==> config.mk <==
export PLATFORM = sky130hd
export DESIGN_NAME = spm_cmd_ctrl
export DESIGN_NICKNAME = d
export VERILOG_FILES = /design/src/rtl/spm_pkg.sv /design/src/rtl/spm_window.sv /design/src/rtl/spm_buffer.sv /design/src/rtl/spm_seq.sv /design/src/rtl/spm_cmd_ctrl.sv
export SDC_FILE = /design/constraint.sdc
export NUM_CORES = 1
export LEC_CHECK = 0
export BUFFER_PORTS_ARGS = -buffer_cell sky130_fd_sc_hd__buf_2
export CORE_MARGIN = 2
export CORE_UTILIZATION = 60
export CTS_CLUSTER_DIAMETER = 120
export DETAILED_ROUTE_END_ITERATION = 16
export GPL_TIMING_DRIVEN = 1
export MAX_ROUTING_LAYER = met4
export PLACE_DENSITY = 0.74
export SYNTH_ARGS = -nofsm -noshare
export SYNTH_HDL_FRONTEND = slang
export SYNTH_HIERARCHICAL = 1
export SYNTH_SLANG_ARGS = --single-unit
==> constraint.sdc <==
create_clock -name clk -period 5.2 [get_ports clk]
set_clock_uncertainty 0.2 [all_clocks]
set_input_delay 0.78 -clock clk [delete_from_list [all_inputs] [get_ports clk]]
set_output_delay 0.78 -clock clk [all_outputs]
set_load 0.1 [all_outputs]
==> src/rtl/spm_pkg.sv <==
package spm_pkg;
  localparam int PTR_W  = 16;
  localparam int DATA_W = 16;
  localparam int WORD_BITS = 6;
  localparam int PAGE_BITS = 7;
  localparam int WIN_CYC   = 4;
  localparam int BUF_DEPTH = 1 << WORD_BITS;
  localparam int PAGE_LSB  = WORD_BITS + 1;
  localparam int PAGE_MSB  = PAGE_LSB + PAGE_BITS - 1;

  typedef logic [2:0] op_code_t;
  localparam op_code_t OPC_FILL  = 3'b000;
  localparam op_code_t OPC_ERASE = 3'b001;
  localparam op_code_t OPC_WRITE = 3'b010;
endpackage

==> src/rtl/spm_window.sv <==
module spm_window #(
  parameter int WIN = 4
) (
  input  logic       clk,
  input  logic       rst,
  input  logic       ctl_we,
  input  logic [3:0] ctl_wdata,
  input  logic       exec,
  input  logic       op_busy,
  output logic       fire,
  output logic [2:0] code,
  output logic       open
);
  localparam int CW = $clog2(WIN + 1);
  logic [CW-1:0] cnt_q;
  logic [2:0]    code_q;

  assign open = (cnt_q != '0);
  assign fire = exec && open && !op_busy;
  assign code = code_q;

  always_ff @(posedge clk) begin
    if (rst) begin
      cnt_q  <= '0;
      code_q <= '0;
    end else if (ctl_we && !op_busy) begin
      code_q <= ctl_wdata[3:1];
      cnt_q  <= ctl_wdata[0] ? CW'(WIN) : '0;
    end else if (fire) begin
      cnt_q <= '0;
    end else if (open) begin
      cnt_q <= cnt_q - 1'b1;
    end
  end

  assert_win_bound_R1: assert property (@(posedge clk) disable iff (rst)
    cnt_q <= CW'(WIN));
  assert_win_close_R1: assert property (@(posedge clk) disable iff (rst)
    (fire && !ctl_we) |=> !open);
endmodule

==> src/rtl/spm_buffer.sv <==
module spm_buffer #(
  parameter int DEPTH = 64,
  parameter int DW    = 16
) (
  input  logic                     clk,
  input  logic                     rst,
  input  logic                     we,
  input  logic [$clog2(DEPTH)-1:0] widx,
  input  logic [DW-1:0]            wdata,
  input  logic                     clr,
  input  logic [$clog2(DEPTH)-1:0] ridx,
  output logic [DW-1:0]            rdata
);
  logic [DW-1:0]    mem [DEPTH];
  logic [DEPTH-1:0] valid_q;
  logic [DW-1:0]    mem_rd_q;
  logic             vld_rd_q;

  always_ff @(posedge clk) begin
    if (we) mem[widx] <= wdata;
    mem_rd_q <= mem[ridx];
  end

  always_ff @(posedge clk) begin
    if (rst || clr) valid_q <= '0;
    else if (we)    valid_q[widx] <= 1'b1;
  end

  always_ff @(posedge clk) begin
    if (rst) vld_rd_q <= 1'b0;
    else     vld_rd_q <= valid_q[ridx];
  end

  assign rdata = vld_rd_q ? mem_rd_q : '0;

  assert_no_fill_on_clear_R10: assert property (@(posedge clk) disable iff (rst)
    !(we && clr));
  assert_cleared_R10: assert property (@(posedge clk) disable iff (rst)
    clr |=> (valid_q == '0));
endmodule

==> src/rtl/spm_seq.sv <==
module spm_seq
  import spm_pkg::*;
(
  input  logic                  clk,
  input  logic                  rst,
  input  logic                  fire,
  input  op_code_t              code,
  input  logic [PTR_W-1:0]      ptr,
  input  logic                  flash_done,
  output logic                  op_busy,
  output logic                  buf_we,
  output logic [WORD_BITS-1:0]  buf_widx,
  output logic                  buf_clr,
  output logic                  err,
  output logic                  erase_req,
  output logic                  write_req,
  output logic [PAGE_BITS-1:0]  page,
  output logic                  ptr_load,
  output logic [PTR_W-1:0]      ptr_out
);
  logic busy_q, is_write_q, err_q, ereq_q, wreq_q, load_q;
  logic [PAGE_BITS-1:0] page_q;
  logic [PTR_W-1:0]     nptr_q;
  logic bad_byte, bad_wr_align, do_fill, do_erase, do_write, reject, finish;

  assign bad_byte     = ptr[0];
  assign bad_wr_align = (ptr[WORD_BITS:0] != '0);
  assign do_fill  = fire && (code == OPC_FILL)  && !bad_byte;
  assign do_erase = fire && (code == OPC_ERASE) && !bad_byte;
  assign do_write = fire && (code == OPC_WRITE) && !bad_wr_align;
  assign reject   = fire && (((code == OPC_FILL || code == OPC_ERASE) && bad_byte) ||
                             ((code == OPC_WRITE) && bad_wr_align));
  assign finish   = busy_q && flash_done;

  assign buf_we   = do_fill;
  assign buf_widx = ptr[WORD_BITS:1];
  assign buf_clr  = finish && is_write_q;

  always_ff @(posedge clk) begin
    if (rst) begin
      busy_q <= 1'b0; is_write_q <= 1'b0; err_q <= 1'b0;
      ereq_q <= 1'b0; wreq_q <= 1'b0; load_q <= 1'b0;
      page_q <= '0;   nptr_q <= '0;
    end else begin
      ereq_q <= do_erase;
      wreq_q <= do_write;
      load_q <= buf_clr;
      if (fire) err_q <= reject;
      if (do_erase || do_write) begin
        busy_q     <= 1'b1;
        is_write_q <= do_write;
        page_q     <= ptr[PAGE_MSB:PAGE_LSB];
      end else if (finish) begin
        busy_q <= 1'b0;
      end
      if (buf_clr)
        nptr_q <= {{(PTR_W-PAGE_MSB-1){1'b0}}, page_q + 1'b1, {PAGE_LSB{1'b0}}};
    end
  end

  assign op_busy   = busy_q;
  assign err       = err_q;
  assign erase_req = ereq_q;
  assign write_req = wreq_q;
  assign page      = page_q;
  assign ptr_load  = load_q;
  assign ptr_out   = nptr_q;

  assert_req_pulse_R3: assert property (@(posedge clk) disable iff (rst)
    erase_req |=> !erase_req);
  assert_req_pulse_R4: assert property (@(posedge clk) disable iff (rst)
    write_req |=> !write_req);
  assert_one_req_R4: assert property (@(posedge clk) disable iff (rst)
    !(erase_req && write_req));
  assert_req_busy_R8: assert property (@(posedge clk) disable iff (rst)
    (erase_req || write_req) |-> op_busy);
  assert_no_fire_busy_R8: assert property (@(posedge clk) disable iff (rst)
    op_busy |-> !fire);
  assert_ptr_aligned_R6: assert property (@(posedge clk) disable iff (rst)
    ptr_load |-> (ptr_out[PAGE_LSB-1:0] == '0));
  assert_req_no_err_R5: assert property (@(posedge clk) disable iff (rst)
    (erase_req || write_req) |-> !err);
endmodule

==> src/rtl/spm_cmd_ctrl.sv <==
module spm_cmd_ctrl
  import spm_pkg::*;
(
  input  logic                 clk,
  input  logic                 rst,
  input  logic                 ctl_we_i,
  input  logic [3:0]           ctl_wdata_i,
  input  logic                 exec_i,
  input  logic [PTR_W-1:0]     ptr_i,
  input  logic [DATA_W-1:0]    data_i,
  output logic                 busy_o,
  output logic                 err_o,
  output logic                 erase_req_o,
  output logic                 write_req_o,
  output logic [PAGE_BITS-1:0] page_o,
  input  logic                 flash_done_i,
  output logic                 ptr_load_o,
  output logic [PTR_W-1:0]     ptr_o,
  input  logic [WORD_BITS-1:0] rd_idx_i,
  output logic [DATA_W-1:0]    rd_data_o
);
  logic                 fire, win_open, op_busy, buf_we, buf_clr;
  op_code_t             code;
  logic [WORD_BITS-1:0] buf_widx;

  spm_window #(.WIN(WIN_CYC)) u_win (
    .clk(clk), .rst(rst), .ctl_we(ctl_we_i), .ctl_wdata(ctl_wdata_i),
    .exec(exec_i), .op_busy(op_busy), .fire(fire), .code(code), .open(win_open)
  );

  spm_seq u_seq (
    .clk(clk), .rst(rst), .fire(fire), .code(code), .ptr(ptr_i),
    .flash_done(flash_done_i), .op_busy(op_busy), .buf_we(buf_we),
    .buf_widx(buf_widx), .buf_clr(buf_clr), .err(err_o),
    .erase_req(erase_req_o), .write_req(write_req_o), .page(page_o),
    .ptr_load(ptr_load_o), .ptr_out(ptr_o)
  );

  spm_buffer #(.DEPTH(BUF_DEPTH), .DW(DATA_W)) u_buf (
    .clk(clk), .rst(rst), .we(buf_we), .widx(buf_widx), .wdata(data_i),
    .clr(buf_clr), .ridx(rd_idx_i), .rdata(rd_data_o)
  );

  assign busy_o = win_open || op_busy;

  assert_busy_cover_R7: assert property (@(posedge clk) disable iff (rst)
    (erase_req_o || write_req_o) |-> busy_o);
  assert_busy_arm_R7: assert property (@(posedge clk) disable iff (rst)
    (ctl_we_i && ctl_wdata_i[0] && !busy_o) |=> busy_o);
endmodule

==> results of run 1 <==
==> power by group through the flow <==
stage	clock (mW)	combinational (mW)	sequential, mW
global placement	0	0.940	10.1
floorplan	0	0.596	10.1
global route	8.54	1.02	9.94
CTS	8.18	0.972	9.94
finish	8.10	0.972	9.94
detailed placement	0	0.965	10.1
==> cells in the mapped netlist, types with 3 or more instances <==
cell,n
nand2b_1,30
nand2_1,65
mux4_1,4
xor2_1,3
o21a_1,64
a21oi_1,8
o221ai_1,17
a221oi_2,7
o21ai_0,29
a31oi_1,7
and3_1,3
ha_1,3
o31ai_1,15
dfxtp_1,107
edfxtp_1,1024
a22oi_1,3
nor2b_1,15
o22ai_1,41
nor3_1,14
inv_1,7
a22o_1,8
and2_1,20
nor2_1,112
nand3_1,14
buf_1,4
buf_2,10
buf_6,14
clkbuf_1,64
buf_4,37
a221oi_1,12
or2_2,3
mux2_2,32
mux4_2,262
a211oi_1,15
mux2i_1,23
o21ai_1,7
==> routing by layer <==
layer | vias to the layer above | part of all wire | wire, um
met4 | 0 | 0.026 | 2640
met2 | 1173 | 0.48 | 48500
met1 | 11581 | 0.39 | 39200
li1 | 9125 | - | -
met3 | 154 | 0.098 | 9850
met5 | - | 0 | 0
==> flip-flops by register name (all words and copies together), names as in the netlist <==
name,count
u_buf/mem,1024
u_buf/valid_q,64
u_buf/mem_rd_q,16
u_seq/page,7
u_seq/ptr_out,7
u_win/cnt_q,3
u_win/code,3
u_buf/vld_rd_q,1
u_seq/erase_req,1
u_seq/err,1
u_seq/is_write_q,1
u_seq/op_busy,1
u_seq/ptr_load,1
u_seq/write_req,1
==> final timing paths <==
check / start / endpoint / slack [ns] / depth (start not counted)
setup / recovery: u_win/cnt_q[0] / u_buf/mem[36][8] / 1.09 / 10
hold / removal: ctl_wdata_i[1] / u_win/code[0] / 0.18 / 3
setup reg to reg: u_win/cnt_q[0] / u_buf/mem[36][8] / 1.09 / 10
hold reg to reg: u_buf/valid_q[7] / u_buf/valid_q[7] / 0.26 / 1
==> layout make-up <==
type	instances	area (um^2)	area share
Tap cell	950	1190	0.0242
Sequential cell	1131	32900	0.671
Multi-Input combinational cell	872	9900	0.202
Timing Repair Buffer	187	1280	0.0261
Clock inverter	64	739	0.0151
Inverter	8	30.0	0.000613
Antenna cell	5	12.5	0.000255
Clock buffer	141	2980	0.0608
==> cells by family (layout without fill, tap and decap cells) <==
logic type | after synthesis | count (layout) | share of synthesized area
xor gates and xnor gates | 5 | 5 | 0.00101
DFF | 1131 | 1131 | 0.756
buffers and inverters | 137 | 400 | 0.0177
adders and majority gates | 3 | 3 | 0.000863
AOI/OAI and AO/OA | 241 | 241 | 0.0403
and+or+nand+nor | 293 | 293 | 0.0324
other | 1 | 14 | 0.0000862
muxes | 321 | 321 | 0.152
==> critical path, cell delays in order, from the launching register on <==
cell and delay, ns:
dfxtp_1 0.36, inv_1 0.07, ha_1 0.20, ha_1 0.23, nand2b_1 0.18, nor2_1 0.29
nor4bb_1 0.49, nor2b_1 0.49, nand2_1 0.44, nor2_1 0.55, buf_4 0.33
==> metrics by stage <==
stage          instances  worst slack, ns  utilization  area, um^2
6_report            3358             1.09        0.685       49000
5_1_grt             3358            0.896        0.685       49000
4_1_cts             3353             1.06        0.684       49000
3_5_place_dp        3148             1.05        0.633       45300
3_3_place_gp        3148             1.22        0.633       45300
2_1_floorplan       2140             1.52            -       43500
==> metrics.yaml, run 1 <==
ant_nets: 0
intPower_mw: 15.0
gr-usage-met1: 0.398
drt-total-wl_um: 100000
irDropWorstVdd_v: 0.000414
maxCapViolCount: 0
cts.sinks: 1131
grt_pass1_vias: 22038
yosysTopAreaCell: "edfxtp_1"
busiest_layer: "met2"
die_x_um: 273
synth_top_area_frac: 0.707
synth-seq-cells: 1131
synth_area_um2: 43500
viasPerCell: 6.56
slew_headroom: 0.175
core_area_um2: 71600
wire_per_inst_um: 29.8
grt_max_degree: 68
hold_ws_ns: 0.182
slew_viol_final: 0
cts.reportedPaths.clkPinSlew_ns: 0.06
arrival_ns: 4.28
synth.area.top_cells: "edfxtp_1 71%, mux4_2 14%, dfxtp_1 4.9%, o21a_1 1.1%, nor2_1 0.97%"
drt_iter0_markers: 3006
cp.required_ns: 5.36
cts_buffer_depth: 3
seq_area_frac_synth: 0.756
grt_usage: 0.281
grt_setup_unrepaired: "no"
async_flop_share: 0
cts_tree: "built"
cts_buffers: 109
tns_ns: 0
place_congestion: 0.870
routed-via-count: 22033
clkPwrFrac: 0.426
clk_latency_ns: 0.66
setup_viol: 0
p_sw_frac: 0.210
syn_area_per_cell_um2: 20.4
met2_usage: 0.430
crit_fanout: 12
first_pass_iters: 5
p_sw_mw: 3.98
hold_path_class: "in2reg"
rows: 98
start_kind: "flip-flop"
area_delta_synth_final_pct: 12.7
power_density_nw_per_um2: 388
post-route-period-util: 0.791
htreeDepth: 3
cts_hold_buf: 0
crit_path_end_kind: "flip-flop"
initial_core_util: 0.608
grtUsageMet3: 0.0443
io_pins: 91
cts-resized-gates: 0
cts_root_buf: "clkbuf_16"
n_fill_cell: 4401
nets: 2359
die_h_um: 273
antenna_found_initial: 7
status: "complete, no violations"
max_slew.worst_pin.slew_ns: 1.24
mostFrequentLayoutCells: "1024 x edfxtp_1, 262 x mux4_2, 111 x nor2_1, 110 x clkbuf_16, 107 x dfxtp_1"
overflow: 0
drc: 0
path_class: "reg2reg"
p_comb_frac: 0.051
die_area_um2: 74700
mostFrequentLayoutCell: "edfxtp_1"
max_freq_mhz: 243
hpwl_um: 57700
synth_flop_cell: "edfxtp_1"
final-hold-violation-count: 0
synth_edf_count: 1024
synthDistinctLibCells: 58
fin_crit_ns: 4.11
synthCells: 2132
p_total_mw: 19.0
p_leak_nw: 15.9
drive_gt1_frac: 0.283
post_cts_buffers: 0
yosysWarningCount: 6
io_buffers: 79
seqPwrFrac: 0.523
grt_pass1_wl_um: 147000
No activity file was read; power rests on OpenSTA's default activity.
==> inputs of run 2 (changes only) <==
ABC_AREA = 1   (was not set)
clock period = 3.9 ns   (was 5.2 ns; I/O delays follow)
==> run 2 against run 1 <==
  * Non-clock buffer count increased by 42
  * Sequential cell count stayed put
  * Largest cell class unchanged
  * Via count up 41%
  * Hold slack lost 0.12 ns
  * Register-to-register slack worse by 0.72 ns
  * Routed wire length up 17%
  * Core utilization down 0.96 points
  * Global-route usage increased by 2.6 points
  * Clock-buffer cell count is 8 higher
  * Critical path type unchanged
  * First-iteration DRC count up 41%
==> metrics.yaml, run 2 <==
cts_root_buf: "clkbuf_16"
slew_headroom: 0.235  # +0.0602
irDropWorstVdd_v: 0.000399  # -3.8%
cts_buffer_depth: 3  # unchanged
async_flop_share: 0  # unchanged
nets: 4180  # +77%
antenna_found_initial: 2  # -5
first_pass_iters: 6  # +1
die_area_um2: 78800  # +5.5%
path_class: "reg2reg"
synthCells: 4044  # +90%
hold-path-cell-count: 4  # +1
final-hold-violation-count: 0  # unchanged
preCtsSetupSlack_ns: 0.456  # -0.599 ns
fin_ws_ns: 0.366  # -0.722 ns
clk_latency_ns: 0.67  # about the same
wire_per_inst_um: 22.4  # -25%
overflow: 0  # unchanged
slew_viol_final: 0  # unchanged
yosysWarningCount: 6  # unchanged
fin_crit_ns: 3.53  # -0.578 ns
status: "complete, no violations"
mostFrequentLayoutCell: "nand2_1"
grt_setup_unrepaired: "no"
area_delta_synth_final_pct: 11.4
p_leak_nw: 18.8  # +18%
synthDistinctLibCells: 36  # -38%
routed-via-count: 30958  # +41%
slowest_delay_ns: 0.42  # -0.13 ns
hpwl_um: 67700  # +17%
drive_gt1_frac: 0.0968  # -0.186
arrival_ns: 3.71  # -0.57 ns
maxCapViolCount: 0  # unchanged
reg.largest.list: "u_buf/mem (1024), u_buf/valid_q (64), u_buf/mem_rd_q (16)"
post_cts_buffers: 0  # unchanged
grt_pass1_wl_um: 174000  # +19%
core_area_um2: 75800  # +5.9%
ant_nets: 0  # unchanged
grt_max_degree: 99  # +46%
cts_buffers: 110  # +0.92%
initial_core_util: 0.606  # -0.00185
cts_tree: "built"
io_pins: 91  # unchanged
power_density_nw_per_um2: 495  # +28%
synth-seq-cells: 1131  # unchanged
tns_ns: 0  # unchanged
r2r_cells: 13  # +3
seq_area_frac_synth: 0.716  # -0.0398
hold_path_class: "in2reg"
rows: 101  # +3.1%
max_freq_mhz: 283  # +16%
cts.sinks: 1131  # unchanged
crit_fanout: 14  # +2
drt-total-wl_um: 117000  # +17%
place_congestion: 0.895  # +2.9%
mostFrequentLayoutCells: "1102 x nand2_1, 1024 x edfxtp_1, 711 x nand3_1, 334 x nor2_1, 143 x o21ai_0"
post-route-period-util: 0.906  # +0.115
yosysTopAreaCell: "edfxtp_1"
regMostFlops: "u_buf/mem"
synth.most_common_cell: "nand2_1"
cts-resized-gates: 0  # unchanged
start_kind: "flip-flop"
critPathBufInv: 6  # +4
viasPerCell: 5.95  # -9.4%
grt_usage: 0.307  # +0.0257
setup_viol: 0  # unchanged
drc: 0  # unchanged
crit_path_end_kind: "flip-flop"
r2r_start: "u_win/cnt_q[0]"
crit_start: "u_win/cnt_q[0]"
largest_reg_flops: 1024  # unchanged
min_from: "exec_i"
synth_commonest_cells: "1102 x nand2_1, 1024 x edfxtp_1, 711 x nand3_1"
synth.area.top_cells: "edfxtp_1 67%, nand2_1 9.0%, nand3_1 7.7%, dfxtp_1 4.7%, nor2_1 2.8%"
cts.reportedPaths.clkPinSlew_ns: 0.06  # about the same
cp_top_family: "buffers and inverters"
die_h_um: 281  # +2.7%
cp.required_ns: 4.07  # -1.29 ns
die_x_um: 281  # +2.7%
cp_cell_sequence: "inv_1 > ha_1 > ha_1 > inv_2 > nand3_1 > inv_1 > nand3b_1 > nor2_1 > clkinv_1 > nor2_1 > inv_1 > nor2_1 > buf_12"
cts_hold_buf: 11  # +11
slowest_stage: "nor2_1"
max_slew.worst_pin.slew_ns: 1.15  # -0.0902 ns
io_buffers: 79  # unchanged
synth_top_area_frac: 0.670  # -0.0372
syn_area_per_cell_um2: 11.4  # -44%
crit_cells: 13  # +3
grt_pass1_vias: 28977  # +31%
synth_area_um2: 45900  # +5.6%
htreeDepth: 3  # unchanged
synth_flop_cell: "edfxtp_1"
drt_iter0_markers: 4249  # +41%
synth_edf_count: 1024  # unchanged
run 2: cell types whose count changed in the layout (fill, tap and decap cells not counted), moves of 78 or more:
cell	change
nor2_1	+223
o21ai_0	+114
nand2_1	+1037
inv_1	+113
a21oi_1	+78
nand3_1	+697
mux4_2	-262
run 2: layout make-up:
cell class                      count  area (um^2)
Clock buffer                      149         3010
Sequential cell                  1131        32900
Inverter                          129          510
Antenna cell                        1         2.50
Fill cell                        5356        24600
Tap cell                          978         1220
Clock inverter                     59          559
Timing Repair Buffer              229         1950
Multi-Input combinational cell   2529        11000
run 2: per-layer routing:
| metal | track usage | wire (um) | up-vias |
|---|---|---|---|
| li1 | - | - | 14195 |
| met1 | 0.413 | 45400 | 14901 |
| met2 | 0.466 | 54700 | 1569 |
| met3 | 0.0450 | 10800 | 293 |
| met4 | 0.142 | 5890 | 0 |
| met5 | - | 0 | - |
run 2: kinds of logic (layout without fill, tap and decap cells):
kind of cell    count (synthesis)  in the layout  share of synthesized area
fa+ha+maj                       3              3                   0.000817
compound gates                333            333                     0.0386
simple gates                 2182           2182                      0.199
xor+xnor                        2              2                   0.000381
other cells                     1             10                  0.0000817
flops                        1131           1131                      0.716
buf+inv                       392            566                     0.0445
run 2: worst paths after layout:
kind	end	slack (ns)
hold / removal	u_win/cnt_q[0]	0.06
hold reg to reg	u_seq/ptr_out[9]	0.26
setup / recovery	u_buf/mem[17][13]	0.37
setup reg to reg	u_buf/mem[17][13]	0.37
run 2: power by group:
group	switching [mW]	internal (mW)	leakage (nW)
combinational	1.28	0.387	6.97
clock	4.42	6.00	1.75
sequential	0.0187	13.2	10.1
run 2: per-stage QoR:
step / total power [mW] / utilization / instances / hold slack (ns) / instance area, um^2
final: 25.4 / 0.675 / 5205 / 0.0601 / 51200
after detailed placement: 15.1 / 0.626 / 4985 / 0.252 / 47500
after floorplan: 14.5 / - / 4052 / 0.240 / 46000
after global placement: 15.1 / 0.626 / 4985 / 0.248 / 47500
after CTS: 25.4 / 0.675 / 5204 / 0.0276 / 51200
after global routing: 26.0 / 0.675 / 5205 / 0.0776 / 51200
run 2: tightest hold or removal path: cells and delay by family:
family                 cells  cell delay (ns)
AND/OR/NAND/NOR            2             0.16
AO/OA/AOI/OAI              1             0.05
buffers and inverters      1             0.09
